<file path="src/rtl/ptw_pkg.sv">
package ptw_pkg;

    localparam int PTE_W     = 32;
    localparam int PTE_BYTES = 4;
    localparam int PTE_SHIFT = $clog2(PTE_BYTES);
    localparam int PPN_LSB   = 12;
    localparam int BIT_PRES  = 0;
    localparam int BIT_REF   = 1;
    localparam int BIT_DIRTY = 2;

    typedef logic [PTE_W-1:0] pte_t;

    typedef enum logic [2:0] {
        ST_IDLE,
        ST_REQ,
        ST_WAIT,
        ST_UPD,
        ST_DONE,
        ST_FAULT
    } walk_state_e;

    typedef struct packed {
        logic present;
        logic refd;
        logic dirty;
    } pte_flags_t;

    function automatic pte_flags_t pte_flags(input pte_t e);
        pte_flags_t f;
        f.present = e[BIT_PRES];
        f.refd    = e[BIT_REF];
        f.dirty   = e[BIT_DIRTY];
        return f;
    endfunction

    function automatic pte_t pte_mark(input pte_t e, input logic is_store);
        pte_t m;
        m = e;
        m[BIT_REF] = 1'b1;
        if (is_store) m[BIT_DIRTY] = 1'b1;
        return m;
    endfunction

endpackage

</file>
<file path="src/rtl/ptw_addr_gen.sv">
module ptw_addr_gen
    import ptw_pkg::*;
#(
    parameter int VPN_W = 20,
    parameter int PA_W  = 32
) (
    input  logic [PA_W-1:0]  base,
    input  logic [VPN_W-1:0] vpn,
    output logic [PA_W-1:0]  addr
);
    logic [PA_W-1:0] offset;

    always_comb begin
        offset = PA_W'(vpn) << PTE_SHIFT;
        addr   = base + offset;
    end
endmodule

</file>
<file path="src/rtl/ptw_pte_check.sv">
module ptw_pte_check
    import ptw_pkg::*;
(
    input  pte_t entry,
    input  logic is_store,
    output logic present,
    output logic need_wb,
    output pte_t marked
);
    pte_flags_t f;

    always_comb begin
        f       = pte_flags(entry);
        present = f.present;
        need_wb = f.present && (!f.refd || (is_store && !f.dirty));
        marked  = pte_mark(entry, is_store);
    end
endmodule

</file>
<file path="src/rtl/ptw_ctrl.sv">
module ptw_ctrl
    import ptw_pkg::*;
(
    input  logic        clk,
    input  logic        rst,
    input  logic        walk_valid,
    input  logic        mem_req_ready,
    input  logic        mem_rsp_valid,
    input  logic        present,
    input  logic        need_wb,
    output logic        walk_ready,
    output logic        accept,
    output logic        capture,
    output logic        req_valid,
    output logic        req_write,
    output logic        done,
    output logic        fault
);
    walk_state_e state, state_nx;

    always_comb begin
        state_nx = state;
        unique case (state)
            ST_IDLE:  if (walk_valid) state_nx = ST_REQ;
            ST_REQ:   if (mem_req_ready) state_nx = ST_WAIT;
            ST_WAIT:  if (mem_rsp_valid) begin
                          if (!present)    state_nx = ST_FAULT;
                          else if (need_wb) state_nx = ST_UPD;
                          else              state_nx = ST_DONE;
                      end
            ST_UPD:   if (mem_req_ready) state_nx = ST_DONE;
            ST_DONE:  state_nx = ST_IDLE;
            ST_FAULT: state_nx = ST_IDLE;
            default:  state_nx = ST_IDLE;
        endcase
    end

    always_ff @(posedge clk) begin
        if (rst) state <= ST_IDLE;
        else     state <= state_nx;
    end

    always_comb begin
        walk_ready = (state == ST_IDLE);
        accept     = walk_ready && walk_valid;
        capture    = (state == ST_WAIT) && mem_rsp_valid;
        req_valid  = (state == ST_REQ) || (state == ST_UPD);
        req_write  = (state == ST_UPD);
        done       = (state == ST_DONE);
        fault      = (state == ST_FAULT);
    end

    // done and fault are exclusive and each lasts one cycle
    a_r10_one_outcome: assert property (@(posedge clk) disable iff (rst)
        !(done && fault));
    a_r10_done_pulse: assert property (@(posedge clk) disable iff (rst)
        done |=> !done);
    a_r10_fault_pulse: assert property (@(posedge clk) disable iff (rst)
        fault |=> !fault);
    // busy right after acceptance
    a_r7_busy_after_accept: assert property (@(posedge clk) disable iff (rst)
        (walk_valid && walk_ready) |=> !walk_ready);
    // a fault is never accompanied by a memory request
    a_r3_fault_quiet: assert property (@(posedge clk) disable iff (rst)
        fault |-> !req_valid);
endmodule

</file>
<file path="src/rtl/ptw_walker.sv">
module ptw_walker
    import ptw_pkg::*;
#(
    parameter int VPN_W = 20,
    parameter int PA_W  = 32,
    parameter int PPN_W = 20
) (
    input  logic             clk,
    input  logic             rst,
    input  logic             walk_valid,
    output logic             walk_ready,
    input  logic [VPN_W-1:0] walk_vpn,
    input  logic             walk_write,
    input  logic [PA_W-1:0]  pt_base,
    output logic             mem_req_valid,
    input  logic             mem_req_ready,
    output logic             mem_req_write,
    output logic [PA_W-1:0]  mem_req_addr,
    output logic [31:0]      mem_req_wdata,
    input  logic             mem_rsp_valid,
    input  logic [31:0]      mem_rsp_data,
    output logic             walk_done,
    output logic             walk_fault,
    output logic [PPN_W-1:0] refill_ppn,
    output logic             refill_ref,
    output logic             refill_dirty
);
    logic [VPN_W-1:0] vpn_q;
    logic [PA_W-1:0]  base_q;
    logic             store_q;
    pte_t             pte_q;

    logic accept, capture, present, need_wb;
    pte_t marked;

    ptw_ctrl ctrl_i (
        .clk           (clk),
        .rst           (rst),
        .walk_valid    (walk_valid),
        .mem_req_ready (mem_req_ready),
        .mem_rsp_valid (mem_rsp_valid),
        .present       (present),
        .need_wb       (need_wb),
        .walk_ready    (walk_ready),
        .accept        (accept),
        .capture       (capture),
        .req_valid     (mem_req_valid),
        .req_write     (mem_req_write),
        .done          (walk_done),
        .fault         (walk_fault)
    );

    ptw_addr_gen #(.VPN_W(VPN_W), .PA_W(PA_W)) addr_i (
        .base (base_q),
        .vpn  (vpn_q),
        .addr (mem_req_addr)
    );

    ptw_pte_check check_i (
        .entry    (mem_rsp_data),
        .is_store (store_q),
        .present  (present),
        .need_wb  (need_wb),
        .marked   (marked)
    );

    always_ff @(posedge clk) begin
        if (rst) begin
            vpn_q   <= '0;
            base_q  <= '0;
            store_q <= 1'b0;
            pte_q   <= '0;
        end else begin
            if (accept) begin
                vpn_q   <= walk_vpn;
                base_q  <= pt_base;
                store_q <= walk_write;
            end
            if (capture) pte_q <= present ? marked : mem_rsp_data;
        end
    end

    always_comb begin
        mem_req_wdata = pte_q;
        refill_ppn    = pte_q[PPN_LSB +: PPN_W];
        refill_ref    = pte_q[BIT_REF];
        refill_dirty  = pte_q[BIT_DIRTY];
    end

    // an offered request holds until accepted
    a_r8_req_hold: assert property (@(posedge clk) disable iff (rst)
        (mem_req_valid && !mem_req_ready) |=>
            (mem_req_valid && $stable(mem_req_addr) &&
             $stable(mem_req_write) && $stable(mem_req_wdata)));
    // every entry update carries the referenced bit
    a_r4_update_ref: assert property (@(posedge clk) disable iff (rst)
        (mem_req_valid && mem_req_write) |-> mem_req_wdata[BIT_REF]);
    // a store walk's update carries the dirty bit
    a_r5_update_dirty: assert property (@(posedge clk) disable iff (rst)
        (mem_req_valid && mem_req_write && store_q) |-> mem_req_wdata[BIT_DIRTY]);
    // a done pulse follows a present entry
    a_r10_done_present: assert property (@(posedge clk) disable iff (rst)
        walk_done |-> (pte_q[BIT_PRES] && refill_ref));
endmodule

</file>
<file path="config.mk">
export PLATFORM = sky130hd
export DESIGN_NAME = ptw_walker
export DESIGN_NICKNAME = d
export VERILOG_FILES = /design/src/rtl/ptw_pkg.sv /design/src/rtl/ptw_addr_gen.sv /design/src/rtl/ptw_pte_check.sv /design/src/rtl/ptw_ctrl.sv /design/src/rtl/ptw_walker.sv
export SDC_FILE = /design/constraint.sdc
export NUM_CORES = 1
export LEC_CHECK = 0
export BUFFER_PORTS_ARGS = -buffer_cell sky130_fd_sc_hd__buf_2
export CORE_UTILIZATION = 40
export DETAILED_ROUTE_END_ITERATION = 7
export PLACE_DENSITY_LB_ADDON = 0.12
export SYNTH_ARGS = -nofsm -noshare
export SYNTH_HDL_FRONTEND = slang
export SYNTH_SLANG_ARGS = --single-unit
</file>
<file path="constraint.sdc">
create_clock -name clk -period 3.32 [get_ports clk]
set_input_delay 0.664 -clock clk [delete_from_list [all_inputs] [get_ports clk]]
set_output_delay 0.664 -clock clk [all_outputs]
set_load 0.005 [all_outputs]
</file>
After elaboration in Yosys (flattened, before gate mapping)
Index checks and enable logic that the tools add are counted.

Bitwise logic cells: 0. Mux-type cells: 9. Reductions and logical operators: 10. Magnitude comparators: 0. Shift operators: 0. Div/mod/pow operators: 0. Equal/unequal tests: 9. Multiply operators: 0. $add $sub $neg: 1.

Operators with widths (count): $add A32 B22 Y32 (1); $mux W3 (7); $pmux W3 S4 (1); $ne A2 B2 Y1 const B (4); $eq A3 B2 Y1 const B (2); $eq A3 B3 Y1 const B (2); $logic_and A1 B1 Y1 (4); $reduce_and A4 Y1 (1); $eq A3 B1 Y1 const B (1); $logic_not A3 Y1 (1); $logic_not A1 Y1 (2); $logic_or A1 B1 Y1 (2); $mux W1 (1).

Input port bits: 90. ROM bits: 0. RAM bits: 0. Memories kept: 0. Latch bits: 0. Register bits: 88.

Depth between registers and ports, before layout
Gate-level depths: netlist of run 1.

Depth in word-level cells: 8. Depth in mapped cells: 10. Depth with buffers taken out: 10.

By module
From an unflattened synthesis of run 1, not the netlist that was laid out.

Cells, all modules: 620. Area, all modules: 5447.7 um^2.

Modules (own cells, without submodules): ptw_walker (cells an instance 335, times used 1, area each 3464.6 um^2); ptw_addr_gen (cells an instance 224, times used 1, area each 1487.7 um^2); ptw_pte_check (cells an instance 36, times used 1, area each 264.0 um^2); ptw_ctrl (cells an instance 25, times used 1, area each 231.5 um^2).

Worst setup path before layout of run 1
Ideal clock, no wire load.

Kind: flip-flop to output port. Start: register vpn_q[0]. End: output port mem_req_addr[30]. Data required time: 2656 ps. Buffers on the path: 0. Slack: 617 ps. Arrival: 2039 ps. Stages on the path, launching flop included: 11. Cell sequence: dfxtp_1 ha_1 inv_1 fa_1 nand2b_1 a21oi_1 o21ai_1 o21ai_1 a221oi_2 nor4_1 xor2_1.

Cells in the longest elaborated chain, start to end: 1.

RTL lines: start: declaration (RTL line ptw_walker.sv:28) `logic [VPN_W-1:0] vpn_q;`; start signal: assignment (RTL line ptw_walker.sv:75) `vpn_q <= walk_vpn;`; $add A32 B22 Y32 (RTL line ptw_addr_gen.sv:15) `addr = base + offset;`; end: declaration (RTL line ptw_walker.sv:18) `output logic [PA_W-1:0] mem_req_addr,`.

No other way between the ends.

Final worst setup path of run 1
Ends and elaborated chain as after synthesis.

==> impl_metrics.json, run 1 <==
{
  "endpoint_kind": "primary output",
  "ir_drop_mv": 0.2839,
  "drtPass1Iterations": 4,
  "vias_per_cell": 5.044,
  "post-route-period-util": 0.9684,
  "max_freq_mhz": 311.0,
  "rsz0062_at_grt": "yes",
  "cts_tree": "yes",
  "cts.clk_slew.worst_paths_ns": 0.06,
  "num-nets-final": 858,
  "num_vias": 4499,
  "slew_violations": 0,
  "grt_overflow": 0,
  "core_um2": 10980,
  "die_width_um": 108.7,
  "rr_worst_depth": 5,
  "placed_area_um2": 5394,
  "routed_wl_um": 12550,
  "finalNonFillerCells": 892,
  "cp-start-kind": "flop",
  "skew_ns": 0.006731,
  "syn_inst": 605,
  "antenna-diode-count": 0,
  "synth_area_per_cell_um2": 7.532,
  "drc": 0,
  "synth_area_um2": 4557,
  "final_util": 0.5365,
  "finalSetupViolations": 0,
  "relSlewSlack": 0.3368,
  "finalCriticalPeriod_ns": 3.215,
  "tightestPinTransition_ns": 0.9913,
  "synth_cell_types": 48,
  "critPathCapture": "mem_req_addr[30]",
  "clk_path_buf_depth": 2,
  "ys.flop_type": "dfxtp_1",
  "clock_latency_ns": 0.35,
  "path_max_fanout": 5,
  "routabilityCongestion": 0.8584,
  "reg2reg_from": "ctrl_i.state[1]",
  "grt_max_degree": 54,
  "hold_buffers": 0,
  "grt_pass1_wl_um": 19450,
  "synth_edf_count": 0,
  "cts_sinks": 88,
  "placed_cells": 873,
  "worst_r2r_endpoint": "base_q[5]",
  "final_area_um2": 5892,
  "worst_ep_required_time_ns": 2.66,
  "slowest_stage": "fa_2",
  "maxCapViolCount": 0,
  "r2r_slack_ns": 1.47,
  "p_total_w": 0.003644,
  "pwr_density_cell_nw_per_um2": 618.5,
  "numCtsBuffers": 9,
  "drt_iter0_drc": 172,
  "ant_nets": 0,
  "ys.warnings.count": 0,
  "ios": 181,
  "ys_ff_latch": 88,
  "post_drt_wl_per_cell_um": 14.07,
  "path_class": "reg2out",
  "start_util": 0.4149,
  "startpoint": "vpn_q[0]",
  "design.die.area_um2": 11820,
  "drive_gt1_frac": 0.3191,
  "grt_usage": 0.2110,
  "yosysSeqAreaShare": 0.3866,
  "die_h_um": 108.7,
  "grt_antenna_before_repair": 0,
  "outcome": "finished, final reports clean",
  "synth_nets": 716,
  "ctsRootBufferMaster": "clkbuf_16",
  "htreeDepth": 3,
  "synthArstFlopShare": 0,
  "hpwlAfterDp_um": 9091,
  "crit_chain": "ha_4, inv_1, fa_2, nand2b_4, a21oi_4, o21ai_4, o21ai_2, a221oi_4, nor4_2, xor2_1, buf_2",
  "cp_slowest_stage_delay_ns": 0.36,
  "syn_to_final_growth_pct": 29.30,
  "row_count": 38,
  "cp.arrival_ns": 2.55,
  "grt_pass1_vias": 4184,
  "hold_viol": 0,
  "numPortBuffers": 180,
  "hp-class": "reg2reg",
  "leakagePower_nw": 2.745
}
## registers in the layout (all words and copies together) (netlist names)
register / flops
base_q: 32
mem_req_wdata: 32
vpn_q: 20
ctrl_i.state: 3
store_q: 1
## worst max-delay path: cells and delay by family (launching register included)
kind	cells	cell delay (ns)
flops	1	0.35
simple gates	2	0.43
buf+inv	2	0.17
xor+xnor	1	0.16
compound gates	4	0.59
fa+ha+maj	2	0.50
## kinds of logic after synthesis
| group | after synthesis | synth area share |
|---|---|---|
| buffers and inverters | 68 | 0.07633 |
| adder cells (fa/ha/maj) | 21 | 0.05931 |
| flip-flops | 88 | 0.3866 |
| AND/OR/NAND/NOR | 247 | 0.2254 |
| XOR/XNOR | 27 | 0.05189 |
| AO/OA/AOI/OAI | 154 | 0.2004 |
## Yosys cell counts, drive strengths merged (3+ instances only)
| master | n | area, µm² |
|---|---|---|
| a211oi | 3 | 27.52 |
| a21o | 7 | 52.55 |
| a21oi | 106 | 538.0 |
| a31oi | 4 | 31.28 |
| and3 | 4 | 25.02 |
| buf | 26 | 190.2 |
| clkbuf | 30 | 112.6 |
| dfxtp | 88 | 1762 |
| ha | 20 | 250.2 |
| inv | 12 | 45.04 |
| nand2 | 183 | 686.9 |
| nand2b | 3 | 18.77 |
| nand3 | 9 | 50.05 |
| nor2 | 22 | 82.58 |
| nor2b | 3 | 18.77 |
| nor3 | 9 | 45.04 |
| nor3b | 4 | 30.03 |
| o211ai | 3 | 22.52 |
| o21a | 3 | 22.52 |
| o21ai | 16 | 83.83 |
| xnor2 | 17 | 148.9 |
| xor2 | 10 | 87.58 |
## stage by stage
stage	hold slack [ns]	setup slack, ns	setup TNS, ns
finish	0.4526	0.1049	0
floorplan	0.4367	0.6168	0
detailed placement	0.4472	0.2265	0
CTS	0.4575	0.02283	0
global route	0.4760	-0.04681	-0.09127
global placement	0.4389	0.2420	0
## report_power, final
group          switching [W]  total [W]  internal, W  leakage (nW)
clock               0.000455    0.00114     0.000684         0.159
combinational       0.000670    0.00114     0.000472          1.87
sequential          0.000141    0.00136      0.00122         0.720
total                0.00127    0.00364      0.00238          2.74
## repair_timing
| item | CTS | global route |
|---|---|---|
| setup endpoints to repair | 6 | 11 |
| setup buffers | 0 | 3 |
| gates resized for setup | 9 | 23 |
| pin swaps | 5 | 10 |
## cells in the final DEF, fill, tap and decap left out, drive strengths merged, types with 7 or more instances in the layout
cell type,Yosys,final
xor2,10,10
clkbuf,30,10
nand2,183,183
o21ai,16,16
a21o,7,7
ha,20,20
xnor2,17,17
nor3,9,9
buf,26,187
inv,12,14
nand3,9,9
nor2,22,22
dfxtp,88,88
a21oi,106,106
## worst min path at each step
| stage | cells past startpoint | endpoint | slack [ns] | from |
|---|---|---|---|---|
| CTS | 2 | mem_req_wdata[8] | 0.46 | mem_req_wdata[8] |
| finish | 2 | mem_req_wdata[8] | 0.45 | mem_req_wdata[8] |
| global route | 2 | mem_req_wdata[8] | 0.48 | mem_req_wdata[8] |
| detailed placement | 2 | mem_req_wdata[8] | 0.45 | mem_req_wdata[8] |
| global placement | 2 | mem_req_wdata[8] | 0.44 | mem_req_wdata[8] |
| floorplan | 2 | base_q[0] | 0.44 | base_q[0] |
## final cells by class
cell class | instances | area, µm²
clock buffers | 10 | 239.0
clock inverters | 6 | 90.09
fillers | 1058 | 5091
inverters | 12 | 45.04
multi-input cells | 449 | 2597
flip-flops and latches | 88 | 1767
well taps | 140 | 175.2
repair buffers | 187 | 978.4
## metal layers
layer	track usage	share of wire	up-vias
met1	0.2535	0.43	2054
met3	0.06276	0.068	10
li1	-	-	2283
met2	0.3599	0.49	152
met5	0	0	-
met4	0.06660	0.014	0
No activity file was read; power rests on OpenSTA's default activity.
==> inputs of run 2 (changes only) <==
--- a/config.mk
+++ b/config.mk
@@ -7,8 +7,10 @@
 export LEC_CHECK = 0
 export BUFFER_PORTS_ARGS = -buffer_cell sky130_fd_sc_hd__buf_2
 export CORE_UTILIZATION = 40
+export CTS_CLUSTER_DIAMETER = 50
 export DETAILED_ROUTE_END_ITERATION = 7
 export PLACE_DENSITY_LB_ADDON = 0.12
+export REMOVE_ABC_BUFFERS = 1
 export SYNTH_ARGS = -nofsm -noshare
 export SYNTH_HDL_FRONTEND = slang
 export SYNTH_SLANG_ARGS = --single-unit
==> constraint.sdc (replaced) <==
create_clock -name clk -period 2.6 [get_ports clk]
set_input_delay 0.52 -clock clk [delete_from_list [all_inputs] [get_ports clk]]
set_output_delay 0.52 -clock clk [all_outputs]
set_load 0.005 [all_outputs]
==> impl_metrics.json, run 2 (same netlist as run 1, synthesis figures left out) <==
{
  "cp.arrival_ns": 2.53,
  "worst_ep_required_time_ns": 2.08,
  "routabilityCongestion": 0.8533,
  "grt_overflow": 0,
  "post_drt_wl_per_cell_um": 12.92,
  "layout_commonest_cell": "buf_2",
  "cts.clk_slew.worst_paths_ns": 0.06,
  "grtUsageMet2": 0.3608,
  "skew_ns": 0.003469,
  "grt_pass1_vias": 4364,
  "ctsRootBufferMaster": "clkbuf_16",
  "maxCapViolCount": 0,
  "die_h_um": 108.7,
  "cp_slowest_stage_delay_ns": 0.40,
  "hpwlAfterDp_um": 8683,
  "start_util": 0.4149,
  "drtPass1Iterations": 4,
  "hold_buffers": 0,
  "vias_per_cell": 5.022,
  "pwr_density_cell_nw_per_um2": 719.8,
  "drc": 0,
  "num-nets-final": 916,
  "rsz0062_at_grt": "yes",
  "finalCriticalPeriod_ns": 3.047,
  "grt_max_degree": 52,
  "finalNonFillerCells": 949,
  "core_um2": 10980,
  "ios": 181,
  "row_count": 38,
  "max_freq_mhz": 328.2,
  "cp-start-kind": "flop",
  "finalSetupTns_ns": -6.929,
  "path_class": "reg2out",
  "hold_viol": 0,
  "numPortBuffers": 180,
  "relSlewSlack": 0.6589,
  "use_met1": 0.2437,
  "clk_path_buf_depth": 2,
  "grt_pass1_wl_um": 19370,
  "grt_usage": 0.2049,
  "slowest_stage": "a221oi_4",
  "violations": "setup timing",
  "clock_latency_ns": 0.34,
  "ant_nets": 0,
  "cts_sinks": 88,
  "finalSetupViolations": 22,
  "crit_chain": "ha_4, buf_6, buf_6, nand2_4, o21ai_4, a211oi_2, o21ai_4, a221oi_4, buf_4, nor3_2, xor2_1, buf_2",
  "htreeDepth": 3,
  "design.die.area_um2": 11820,
  "drt_iter0_drc": 178,
  "endpoint_kind": "primary output",
  "drive_gt1_frac": 0.4215,
  "antenna-diode-count": 0,
  "ir_drop_mv": 0.3468,
  "slew_violations": 0,
  "routed_wl_um": 12260,
  "post-route-period-util": 1.172,
  "die_width_um": 108.7,
  "path_max_fanout": 4,
  "met3_usage": 0.04483,
  "p_total_w": 0.004736,
  "cts_tree": "yes",
  "grt_antenna_before_repair": 0,
  "outcome": "finished, violations left",
  "setup_ws_ns": -0.4472,
  "grt.busiest_layer": "met2",
  "leakagePower_nw": 3.101,
  "nFillCells": 1033,
  "placed_cells": 921,
  "syn_to_final_growth_pct": 44.40,
  "layout_common_cells": "buf_2 (180), nand2_1 (177), a21oi_1 (95), dfxtp_1 (75), buf_4 (54)",
  "numCtsBuffers": 9,
  "tightestPinTransition_ns": 0.5116,
  "num_vias": 4766,
  "hp-class": "in2reg"
}
[run 2: cell count changes in the layout (fill, tap and decap cells not counted), sizes merged]
cell | before | now
clkbuf | 10 | 12
clkinv | 1 | 2
buf | 187 | 245
inv | 14 | 12
bufinv | 2 | 0
[run 2: routing by layer]
metal / part of all wire / vias up / wire length, µm
li1: - / 2395 / -
met1: 0.43 / 2198 / 5275
met5: 0 / - / 0
met2: 0.49 / 152 / 6038
met3: 0.058 / 21 / 710
met4: 0.019 / 0 / 236
[run 2: worst paths after layout]
check             cells past startpoint  slack, ns        startpoint               end
setup / recovery                     12      -0.45        base_q[17]  mem_req_addr[28]
hold / removal                        3       0.41        pt_base[2]         base_q[2]
setup reg to reg                      5       0.98   ctrl_i.state[1]        base_q[29]
hold reg to reg                       2       0.45  mem_req_wdata[6]  mem_req_wdata[6]
[run 2: layout make-up]
cell class	instances	area, µm²	area share
inverters	12	45.04	0.006845
clock inverters	3	17.52	0.002662
repair buffers	245	1439	0.2187
multi-input cells	449	2869	0.4360
clock buffers	12	256.5	0.03898
flip-flops and latches	88	1778	0.2702
well taps	140	175.2	0.02662
[run 2: stage by stage]
step	hold slack, ns	util	instance area, µm²	worst slack, ns
after global routing	0.4109	0.5991	6580	-0.5363
after floorplan	0.4340	-	4254	0.04080
after CTS	0.4024	0.5787	6356	-0.4973
after global placement	0.4390	0.5228	5742	-0.2695
after detailed placement	0.4478	0.5228	5742	-0.3378
final	0.4097	0.5991	6580	-0.4472
[run 2: what timing repair did]
action | in CTS | in global routing
endpoints found under the setup margin | 24 | 23
pin swaps | 35 | 34
buffers inserted | 7 | 7
resized for setup | 66 | 37
[run 2: worst max-delay path: cells and delay by family (launching register included)]
| family | cells | cell delay, ns |
|---|---|---|
| xor+xnor | 1 | 0.14 |
| simple gates | 2 | 0.10 |
| flops | 1 | 0.33 |
| fa+ha+maj | 1 | 0.24 |
| compound gates | 4 | 0.84 |
| buf+inv | 4 | 0.54 |
[run 2: power breakdown]
group	switching, W	internal [W]	total (W)
Sequential	0.000186	0.00157	0.00175
Combinational	0.000932	0.000835	0.00177
Clock	0.000526	0.000692	0.00122
